==> src/rtl/sec_filter_pkg.sv <==
package sec_filter_pkg;

  typedef enum logic [1:0] {
    ATTR_SEC_ONLY = 2'd0,
    ATTR_PUB_READ = 2'd1,
    ATTR_COPROC   = 2'd2,
    ATTR_OPEN     = 2'd3
  } attr_e;

  typedef struct packed {
    logic take;   // a request is present
    logic grant;  // forward it
    logic deny;   // block it
  } strobe_t;

endpackage

==> src/rtl/sf_decide.sv <==
module sf_decide
  import sec_filter_pkg::*;
#(
  parameter int ADDR_W     = 20,
  parameter int IDX_W      = 5,
  parameter int PER_COUNT  = 20,
  parameter int ZONE_COUNT = 2,
  parameter int ZONE_PAGES = 16,
  parameter int PAGE_SHIFT = 12,
  parameter int SIZE_W     = $clog2(ZONE_PAGES + 1)
) (
  input  logic                         reqValid,
  input  logic                         reqIsMem,
  input  logic [IDX_W-1:0]             reqPerIdx,
  input  logic [ADDR_W-1:0]            reqAddr,
  input  logic                         reqSecure,
  input  logic                         reqCoproc,
  input  logic                         reqWrite,
  input  logic [2*PER_COUNT-1:0]       attrVec,
  input  logic [ZONE_COUNT*SIZE_W-1:0] zoneSize,
  output strobe_t                      strobe
);

  localparam int ZONE_SPAN = ZONE_PAGES << PAGE_SHIFT;
  localparam logic [IDX_W:0] PER_LIMIT = (IDX_W + 1)'(PER_COUNT);

  logic [ZONE_COUNT-1:0] zoneHit;
  logic [ZONE_COUNT-1:0] zoneSecHit;

  for (genvar gi = 0; gi < ZONE_COUNT; gi++) begin : g_zone
    localparam logic [ADDR_W:0] ZBASE = (ADDR_W + 1)'(gi * ZONE_SPAN);
    localparam logic [ADDR_W:0] ZTOP  = (ADDR_W + 1)'((gi + 1) * ZONE_SPAN);
    logic [ADDR_W-1:0] offset;
    logic [ADDR_W-1:0] pageOff;
    logic [SIZE_W-1:0] sizeSel;

    assign offset  = reqAddr - ZBASE[ADDR_W-1:0];
    assign pageOff = offset >> PAGE_SHIFT;
    assign sizeSel = zoneSize[gi*SIZE_W +: SIZE_W];
    assign zoneHit[gi] = ({1'b0, reqAddr} >= ZBASE) && ({1'b0, reqAddr} < ZTOP);
    assign zoneSecHit[gi] = zoneHit[gi] && (pageOff < ADDR_W'(sizeSel));
  end

  logic             perInRange;
  logic [IDX_W-1:0] safeIdx;
  attr_e            attrSel;
  logic             perGrant;
  logic             memGrant;
  logic             grantNow;

  always_comb begin
    perInRange = ({1'b0, reqPerIdx} < PER_LIMIT);
    safeIdx    = perInRange ? reqPerIdx : '0;
    attrSel    = attr_e'(attrVec[{safeIdx, 1'b0} +: 2]);
    unique case (attrSel)
      ATTR_SEC_ONLY: perGrant = reqSecure;
      ATTR_PUB_READ: perGrant = reqSecure || !reqWrite;
      ATTR_COPROC:   perGrant = reqCoproc;
      ATTR_OPEN:     perGrant = 1'b1;
      default:       perGrant = 1'b0;
    endcase
    memGrant = (|zoneHit) && (reqSecure || !(|zoneSecHit));
    grantNow = reqIsMem ? memGrant : (perInRange && perGrant);

    strobe.take  = reqValid;
    strobe.grant = reqValid && grantNow;
    strobe.deny  = reqValid && !grantNow;
  end

endmodule

==> src/rtl/sf_capture.sv <==
module sf_capture
  import sec_filter_pkg::*;
#(
  parameter int ADDR_W = 20,
  parameter int IDX_W  = 5
) (
  input  logic              clk,
  input  logic              rstN,
  input  strobe_t           strobe,
  input  logic              reqIsMem,
  input  logic              reqWrite,
  input  logic [ADDR_W-1:0] reqAddr,
  input  logic [IDX_W-1:0]  reqPerIdx,
  output logic              rspValid,
  output logic              rspErr,
  output logic              fwdValid,
  output logic              fwdWrite,
  output logic [ADDR_W-1:0] targetQ,
  output logic              violValid,
  output logic              violIsMem
);

  logic [ADDR_W-1:0] targetNow;
  assign targetNow = reqIsMem ? reqAddr : ADDR_W'(reqPerIdx);

  always_ff @(posedge clk) begin
    if (!rstN) begin
      rspValid  <= 1'b0;
      rspErr    <= 1'b0;
      fwdValid  <= 1'b0;
      fwdWrite  <= 1'b0;
      violValid <= 1'b0;
      violIsMem <= 1'b0;
      targetQ   <= '0;
    end else begin
      rspValid  <= strobe.take;
      rspErr    <= strobe.deny;
      fwdValid  <= strobe.grant;
      fwdWrite  <= strobe.grant && reqWrite;
      violValid <= strobe.deny;
      violIsMem <= strobe.deny && reqIsMem;
      if (strobe.take) targetQ <= targetNow;
    end
  end

endmodule

==> src/rtl/sec_txn_filter.sv <==
module sec_txn_filter
  import sec_filter_pkg::*;
#(
  parameter int ADDR_W     = 20,
  parameter int IDX_W      = 5,
  parameter int PER_COUNT  = 20,
  parameter int ZONE_COUNT = 2,
  parameter int ZONE_PAGES = 16,
  parameter int PAGE_SHIFT = 12,
  parameter int SIZE_W     = $clog2(ZONE_PAGES + 1)
) (
  input  logic                         clk,
  input  logic                         rstN,
  input  logic                         reqValid,
  input  logic                         reqIsMem,
  input  logic [IDX_W-1:0]             reqPerIdx,
  input  logic [ADDR_W-1:0]            reqAddr,
  input  logic                         reqSecure,
  input  logic                         reqCoproc,
  input  logic                         reqWrite,
  input  logic [2*PER_COUNT-1:0]       attrVec,
  input  logic [ZONE_COUNT*SIZE_W-1:0] zoneSize,
  output logic                         rspValid,
  output logic                         rspErr,
  output logic                         fwdValid,
  output logic                         fwdWrite,
  output logic [ADDR_W-1:0]            fwdTarget,
  output logic                         violValid,
  output logic                         violIsMem,
  output logic [ADDR_W-1:0]            violInfo
);

  strobe_t           strobe;
  logic [ADDR_W-1:0] targetQ;

  sf_decide #(
    .ADDR_W(ADDR_W), .IDX_W(IDX_W), .PER_COUNT(PER_COUNT),
    .ZONE_COUNT(ZONE_COUNT), .ZONE_PAGES(ZONE_PAGES),
    .PAGE_SHIFT(PAGE_SHIFT), .SIZE_W(SIZE_W)
  ) u_decide (
    .reqValid(reqValid), .reqIsMem(reqIsMem), .reqPerIdx(reqPerIdx),
    .reqAddr(reqAddr), .reqSecure(reqSecure), .reqCoproc(reqCoproc),
    .reqWrite(reqWrite), .attrVec(attrVec), .zoneSize(zoneSize),
    .strobe(strobe)
  );

  sf_capture #(.ADDR_W(ADDR_W), .IDX_W(IDX_W)) u_capture (
    .clk(clk), .rstN(rstN), .strobe(strobe),
    .reqIsMem(reqIsMem), .reqWrite(reqWrite), .reqAddr(reqAddr),
    .reqPerIdx(reqPerIdx),
    .rspValid(rspValid), .rspErr(rspErr), .fwdValid(fwdValid),
    .fwdWrite(fwdWrite), .targetQ(targetQ),
    .violValid(violValid), .violIsMem(violIsMem)
  );

  assign fwdTarget = targetQ;
  assign violInfo  = targetQ;

endmodule

==> config.mk <==
export PLATFORM = sky130hd
export DESIGN_NAME = sec_txn_filter
export DESIGN_NICKNAME = d
export VERILOG_FILES = /design/src/rtl/sec_filter_pkg.sv /design/src/rtl/sf_decide.sv /design/src/rtl/sf_capture.sv /design/src/rtl/sec_txn_filter.sv
export SDC_FILE = /design/constraint.sdc
export NUM_CORES = 1
export LEC_CHECK = 0
export ABC_AREA = 1
export CAP_MARGIN = 20
export CORE_AREA = 5 5 81 83
export CTS_BUF_LIST = sky130_fd_sc_hd__clkbuf_8 sky130_fd_sc_hd__clkbuf_16
export DETAILED_ROUTE_END_ITERATION = 10
export DIE_AREA = 0 0 86 88
export PLACE_DENSITY = 0.86
export SLEW_MARGIN = 20
export SYNTH_ARGS = -nofsm -noshare
export SYNTH_HDL_FRONTEND = slang
export SYNTH_HIERARCHICAL = 1
export SYNTH_SLANG_ARGS = --single-unit
==> constraint.sdc <==
create_clock -name clk -period 1.9 [get_ports clk]
set_input_delay 0.38 -clock clk [delete_from_list [all_inputs] [get_ports clk]]
set_output_delay 0.38 -clock clk [all_outputs]
set_load 0.02 [all_outputs]
## After elaboration in Yosys (flattened, before gate mapping)

Cells that the tools add are included.

- Input port bits: 82
- Output and inout bits: 46
- Register bits: 25

- Order comparisons: 6
- Eq/ne operators: 3
- $add $sub $neg: 1
- Reduce and logical (&&, ||, !) cells: 17
- Muxes and demuxes: 4
- Shifts and indexed selects: 1

Operator list:

| kind | number |
|---|---|
| $shiftx A40 B7 Y2 | 1 |
| $ge A20 B17 Y1 const B | 1 |
| $lt A20 B17 Y1 const B | 1 |
| $lt A20 B18 Y1 const B | 1 |
| $mux W20 | 1 |
| $sub A20 B17 Y20 const B | 1 |
| $lt A8 B5 Y1 | 2 |
| $logic_and A1 B1 Y1 | 9 |
| $lt A5 B5 Y1 const B | 1 |
| $mux W5 | 1 |
| $eq A2 B2 Y1 const B | 2 |
| $pmux W1 S4 | 1 |
| $reduce_or A2 Y1 | 2 |
| $logic_not A1 Y1 | 3 |
| $eq A2 B1 Y1 const B | 1 |
| $logic_not A2 Y1 | 1 |
| $logic_or A1 B1 Y1 | 2 |
| $mux W1 | 1 |

## Depth between registers and ports, before layout

Gate-level depths: netlist of run 1.

- Depth after elaboration: 11
- Mapped depth: 17
- Mapped depth without buffers: 16

## Hierarchy

Netlist of run 1, hierarchy kept.

Modules (own cells, without submodules):

| module | cells each | area an instance (um^2) | instances |
|---|---|---|---|
| sf_capture | 127 | 1067.3 | 1 |
| sf_decide | 174 | 902.1 | 1 |
| sec_txn_filter | 20 | 150.1 | 1 |

## Least setup slack after synthesis of run 1

Ideal clock, no wire load.

- Kind: input port to flip-flop
- Start point: input port reqPerIdx[3]
- End point: register u_capture.fwdWrite
- Setup time: 0.064 ns
- Path slack: 0.131 ns
- Buffers on the path: 1
- Stages: 14
- Data required time: 1.836 ns
- Arrival time: 1.705 ns
- Cells stage by stage: o21ai_4 > nand2_2 > buf_6 > nand3_1 > nand3_1 > nand3_1 > nand2_1 > o21ai_1 > nand2_1 > nand2_1 > nand3_1 > a21oi_1 > nand2_1 > nor2_1

RTL lines:

| element | RTL line | RTL |
|---|---|---|
| start, declared | sec_txn_filter.sv:16 | `input logic [IDX_W-1:0] reqPerIdx,` |
| end signal, assigned | sf_capture.sv:39 | `fwdWrite <= strobe.grant && reqWrite;` |
| end, declared | sf_capture.sv:17 | `output logic fwdWrite,` |

==> results of run 1 <==
-- synthesized netlist by cell type (2+ instances only) --
master / number
a21oi_1: 11
a21oi_2: 10
buf_4: 25
buf_6: 8
dfxtp_1: 25
ha_1: 9
inv_1: 47
nand2_1: 55
nand2_2: 11
nand3_1: 55
nand3b_1: 4
nor2_1: 30
o2111ai_1: 2
o211ai_1: 2
o21ai_0: 8
o21ai_1: 3
or2_2: 3
-- per-layer routing --
layer  vias to the layer above  share of wire, %  track usage (%)
met3                        26               8.1             2.16
met2                       127                52             32.3
met1                      1154                35             18.1
met4                         0               3.9             6.76
met5                         -                 0                0
li1                       1272                 -                -
-- logic make-up after synthesis --
kind of cell | Yosys count
DFF | 25
AOI/OAI and AO/OA | 40
adders and majority gates | 9
buffers and inverters | 85
and+or+nand+nor | 162
-- tightest hold or removal path, cell delays in order (launching register included) --
cell and delay, ns:
dfxtp_1 0.33, nand2_2 0.07, a21oi_2 0.05
-- per-stage QoR --
step / hold slack, ns / total power [mW] / setup slack (ns)
floorplan: 0.492 / 0.916 / 0.131
finish: 0.491 / 1.60 / -0.0120
global route: 0.512 / 1.69 / -0.123
global placement: 0.468 / 1.21 / -0.487
detailed placement: 0.479 / 1.23 / -0.565
CTS: 0.494 / 1.55 / 0.0260
-- worst max-delay path by stage --
stage	slack, ns	end
floorplan	0.13	u_capture/fwdWrite
global placement	-0.49	u_capture/violIsMem
detailed placement	-0.57	u_capture/violIsMem
CTS	0.03	u_capture/violIsMem
global route	-0.12	u_capture/violIsMem
finish	-0.01	u_capture/violIsMem
-- where the power goes --
group / switching [mW] / internal [mW]
Clock: 0.155 / 0.146
Combinational: 0.340 / 0.391
Sequential: 0.0192 / 0.549
-- area by class of cell --
| type | instances | share of cell area (%) |
|---|---|---|
| multi-input cells | 213 | 34.5 |
| flip-flops and latches | 25 | 13.5 |
| clock buffers | 3 | 1.12 |
| repair buffers | 162 | 43.0 |
| well taps | 75 | 2.53 |
| diodes | 1 | 0.0676 |
| inverters | 49 | 5.10 |
| clock inverters | 1 | 0.135 |
-- state kept, by name, summed over array words and instances (netlist names) --
name,flops
u_capture/fwdValid,1
u_capture/violValid,1
u_capture/targetQ,20
u_capture/rspValid,1
u_capture/fwdWrite,1
u_capture/violIsMem,1
-- timing repair --
| action | in CTS | in global routing |
|---|---|---|
| pin swaps | 21 | 30 |
| gates resized for setup | 36 | 28 |
| endpoints found under the hold margin | 0 | 0 |
| buffers inserted | 3 | 5 |
| gates cloned | 2 | 3 |
| endpoints found under the setup margin | 4 | 4 |
==> flow_metrics.tcl, run 1 <==
set metrics [dict create \
    coreArea_mm2 0.00578 \
    synth_edf_count 0 \
    synthAdderAreaFrac_pct 5.31 \
    synth-seq-cells 25 \
    criticalPathCategory "in2reg" \
    dp.cells 512 \
    leakagePower_nw 1.69 \
    final_cell_mix "115 x clkdlybuf4s50_1, 52 x nand2_1, 44 x inv_1, 42 x nand3_1, 30 x nor2_1" \
    cts_max_level 1 \
    overflow 0 \
    syn_nets 412 \
    hold_path.class "reg2reg" \
    netlist_area_mm2 0.00212 \
    clk_pin_slew_worst_paths_ns 0.08 \
    root_buffer "clkbuf_8" \
    crit_path_start_kind "input pin" \
    cp_top_family "simple AND/OR/NAND/NOR gates" \
    p_per_area_mw_per_mm2 432 \
    post-route-period-util_pct 101 \
    fin_nets 545 \
    slew_headroom_pct 76.5 \
    slew_viol_final 0 \
    die_h_um 88 \
    syn2layout_area_growth_pct 74.7 \
    boundaryPins 128 \
    multiInputGateArea_mm2 0.00128 \
    drc_errors 0 \
    io_buffer_count 127 \
    fin_skew_ns 0 \
    final_common_cell "clkdlybuf4s50_1" \
    dp_hpwl_mm 5.36 \
    rows 28 \
    ys_async_sr_fraction_pct 0 \
    critical_path_buf_inv_count 2 \
    finalSetupTns_ns -0.0212 \
    synthFlopType "dfxtp_1" \
    whs_endpoint "u_capture/targetQ[8]" \
    setup.worst_path.end_class "flop" \
    ir_worst_vdd_v 0.000256 \
    first_pass_iters 4 \
    worstMarginPinSlew_ns 0.352 \
    path_depth 16 \
    grt_util_all_layers_pct 16.7 \
    critPathSlowestCell "clkdlybuf4s15_1" \
    wl_per_cell_um 13.8 \
    fillCellCount 488 \
    start_util_pct 36.7 \
    cpPeakStageDelay_ns 0.24 \
    dr_total_vias 2579 \
    register_area_um2 500 \
    fin_ws_ns -0.0120 \
    synth_cells 321 \
    ys_types 30 \
    worstPathMaxFanout 4 \
    holdBufCountCts 0 \
    clk-insertion-delay-late_ns 0.26 \
    cts-buffers-inserted 3 \
    fmaxAchievable_ghz 0.523 \
    final_cells 529 \
    die_w_um 86 \
    ant_nets 0 \
    status "complete, but fails checks" \
    startpoint "reqPerIdx[4]" \
    die_area_mm2 0.00757 \
    whs_path_depth 2 \
    r2r_cells 2 \
    cp.required_ns 2.10 \
    grt_pass1_vias 2421 \
    clockBufferDepth 2 \
    arrival_ns 2.12 \
    layout_min_cycle_time_ns 1.91 \
    drt_iter0_markers 143 \
    finalInstanceArea_mm2 0.00370 \
    cts_tree "yes" \
    synth_largest_area_cell "dfxtp_1" \
    finalHoldViolations 0 \
    wl_mm 7.32 \
    final_util_pct 64.0 \
    synth_top_family_by_area "simple AND/OR/NAND/NOR gates" \
    synth_top_area_share_pct 23.6 \
    syn_area_per_cell_um2 6.60 \
    grt_pass1_wl_mm 10.6 \
    synthXorXnorAreaFrac_pct 0 \
    failed_checks "negative setup slack" \
    synthSimpleGateAreaFrac_pct 34.9 \
    antenna_found_initial 1 \
    cap_violations 0 \
    grt_max_degree 29 \
    yosysWarnings 6 \
    yosysSeqAreaShare_pct 23.6 \
    vias_per_cell 4.88 \
    postPlaceCellArea_mm2 0.00339 \
    muxShareOfSynthArea_pct 0 \
    rsz0062_at_grt "true" \
    cts.sinks 25 \
    finalSetupViolations 2 \
    hp-start "u_capture/targetQ[8]" \
    r2r_setup_slack_ns 1.22 \
    ys_top_cells_by_area "dfxtp_1 24%, nand3_1 13%, nand2_1 9.7%" \
    r2r_start "u_capture/targetQ[17]" \
    place.gp.congestion 0.851 \
    rr_endpoint "u_capture/targetQ[17]" \
    path_cells "clkdlybuf4s15_1 -> o21ai_4 -> clkbuf_16 -> nand2_4 -> nand2_1 -> nand3_1 -> nand3_1 -> nand3_2 -> nand2_2 -> o21ai_2 -> nand3_2 -> nand3_2 -> nand2_1 -> nor2_1 -> nand2_1 -> nor2_1" \
    synth-compound-area-share_pct 12.8 \
    drive_gt1_share_pct 21.6 \
]
Power figures use the tool's default switching activity.
==> run 2: changes to the inputs <==
MAX_ROUTING_LAYER = met4   (was default)
==> run 2 against run 1 <==
  * The run still ends with negative setup slack left
  * Sequential power is essentially flat
  * Final area stayed put
  * Worst setup slack better by 0.0089 ns
  * Count of clock-buffer cells in the layout stayed put
  * Critical path type unchanged
==> flow_metrics.tcl, run 2 (synthesis gave the netlist of run 1 again) <==
set metrics [dict create \
    criticalPathCategory "in2reg" \
    slew_headroom_pct 76.8 \
    failed_checks "negative setup slack" \
    finalHoldViolations 0 \
    ir_worst_vdd_v 0.000256 \
    io_buffer_count 127 \
    grt_max_degree 29 \
    rr_endpoint "u_capture/targetQ[17]" \
    grt_util_all_layers_pct 17.2 \
    setup.worst_path.end_class "flop" \
    grt_pass1_wl_mm 10.6 \
    startpoint "reqPerIdx[3]" \
    p_total_mw 1.60 \
    crit_path_start_kind "input pin" \
    rows 28 \
    final_common_cell "clkdlybuf4s50_1" \
    ant_nets 0 \
    cts-buffers-inserted 3 \
    clockBufferDepth 2 \
    holdBufCountCts 0 \
    place.gp.congestion 0.864 \
    clk-insertion-delay-late_ns 0.26 \
    status "complete, but fails checks" \
    drive_gt1_share_pct 21.6 \
    fmaxAchievable_ghz 0.525 \
    dr_total_vias 2563 \
    die_area_mm2 0.00757 \
    cts_max_level 1 \
    cap_violations 0 \
    slew_viol_final 0 \
    overflow 0 \
    cpPeakStageDelay_ns 0.28 \
    wl_mm 7.34 \
    r2r_setup_slack_ns 1.22 \
    post-route-period-util_pct 100 \
    layout_min_cycle_time_ns 1.90 \
    crit_end "u_capture/fwdWrite" \
    syn2layout_area_growth_pct 74.7 \
    antenna_found_initial 1 \
    r2r_start "u_capture/targetQ[17]" \
    coreArea_mm2 0.00578 \
    fin_nets 545 \
    dp_hpwl_mm 5.36 \
    arrival_ns 2.11 \
    r2r_cells 2 \
    cts_tree "yes" \
    path_depth 17 \
    path_cells "buf_8 -> o21ai_4 -> clkbuf_16 -> nand2_4 -> nand2_1 -> nand3_1 -> nand3_1 -> nand3_2 -> nand2_2 -> nand2_1 -> nand3_1 -> nand2_1 -> nand2_1 -> nand3_2 -> a21oi_2 -> nand2_1 -> nor2_1" \
    wl_per_cell_um 13.9 \
    final_util_pct 64.0 \
    hold_path.class "reg2reg" \
    root_buffer "clkbuf_8" \
    boundaryPins 128 \
    cp_top_family "simple AND/OR/NAND/NOR gates" \
    start_util_pct 36.7 \
    vias_per_cell 4.84 \
    drt_iter0_markers 158 \
    die_h_um 88 \
    worstMarginPinSlew_ns 0.348 \
    grt_pass1_vias 2422 \
    drc_errors 0 \
    first_pass_iters 4 \
    final_cell_mix "115 x clkdlybuf4s50_1, 52 x nand2_1, 44 x inv_1, 42 x nand3_1, 30 x nor2_1" \
    finalSetupViolations 1 \
    die_w_um 86 \
    rsz0062_at_grt "true" \
    critPathSlowestCell "o21ai_4" \
    critical_path_buf_inv_count 2 \
    clk_pin_slew_worst_paths_ns 0.08 \
    fin_skew_ns 0 \
    top_register "u_capture/targetQ" \
    leakagePower_nw 1.69 \
    largest_reg_flops 20 \
    p_per_area_mw_per_mm2 432 \
    cts.sinks 25 \
    fin_ws_ns -0.00309 \
    path_common_cell "nand2_1" \
    cp.required_ns 2.10 \
    pre_cts_ws_ns -0.565 \
    worstPathMaxFanout 4 \
]
run 2: worst min-delay path by stage:
stage          slack [ns]            startpoint  cells past startpoint                   end
6_report             0.49  u_capture/targetQ[9]                      2  u_capture/targetQ[9]
5_1_grt              0.51  u_capture/targetQ[5]                      2  u_capture/targetQ[5]
4_1_cts              0.49  u_capture/targetQ[8]                      2  u_capture/targetQ[8]
3_5_place_dp         0.48  u_capture/targetQ[8]                      2  u_capture/targetQ[8]
3_3_place_gp         0.47  u_capture/targetQ[5]                      2  u_capture/targetQ[5]
2_1_floorplan        0.49              reqWrite                      2    u_capture/fwdWrite
run 2: layer usage:
layer | vias up | share of wire [%] | GRT usage [%]
met5 | - | 0 | -
met4 | 0 | 3.7 | 6.76
met3 | 22 | 6.5 | 1.51
met2 | 116 | 52 | 32.2
met1 | 1151 | 37 | 18.6
li1 | 1274 | - | -
run 2: metrics by stage:
step / TNS, ns / cell area, um2 / std cells / hold slack [ns]
6_report: -0.00309 / 3700 / 529 / 0.492
5_1_grt: -0.393 / 3700 / 529 / 0.512
4_1_cts: 0 / 3530 / 521 / 0.494
3_5_place_dp: -2.13 / 3390 / 512 / 0.479
3_3_place_gp: -1.83 / 3390 / 512 / 0.468
2_1_floorplan: 0 / 2120 / 321 / 0.492
run 2: cell type report:
class	instances	area, um2
diodes	1	2.50
clock buffers	3	41.3
clock inverters	1	5.00
fillers	488	2080
inverters	49	189
multi-input cells	213	1280
flip-flops and latches	25	500
well taps	75	93.8
repair buffers	162	1590
run 2: tightest hold or removal path, stage by stage (launching register included):
cell	delay, ns
dfxtp_1	0.33
nand2_2	0.07
a21oi_2	0.05
run 2: power breakdown:
group          total (mW)  internal, mW  switching [mW]
Combinational       0.731         0.391           0.340
Sequential          0.568         0.549          0.0192
Clock               0.302         0.146           0.155
Total                1.60          1.09           0.515
run 2: timing repair:
item	CTS	global route
gates resized for setup	36	28
setup endpoints to repair	4	4
buffers inserted	3	5
pin swaps	21	30
gates cloned	2	3
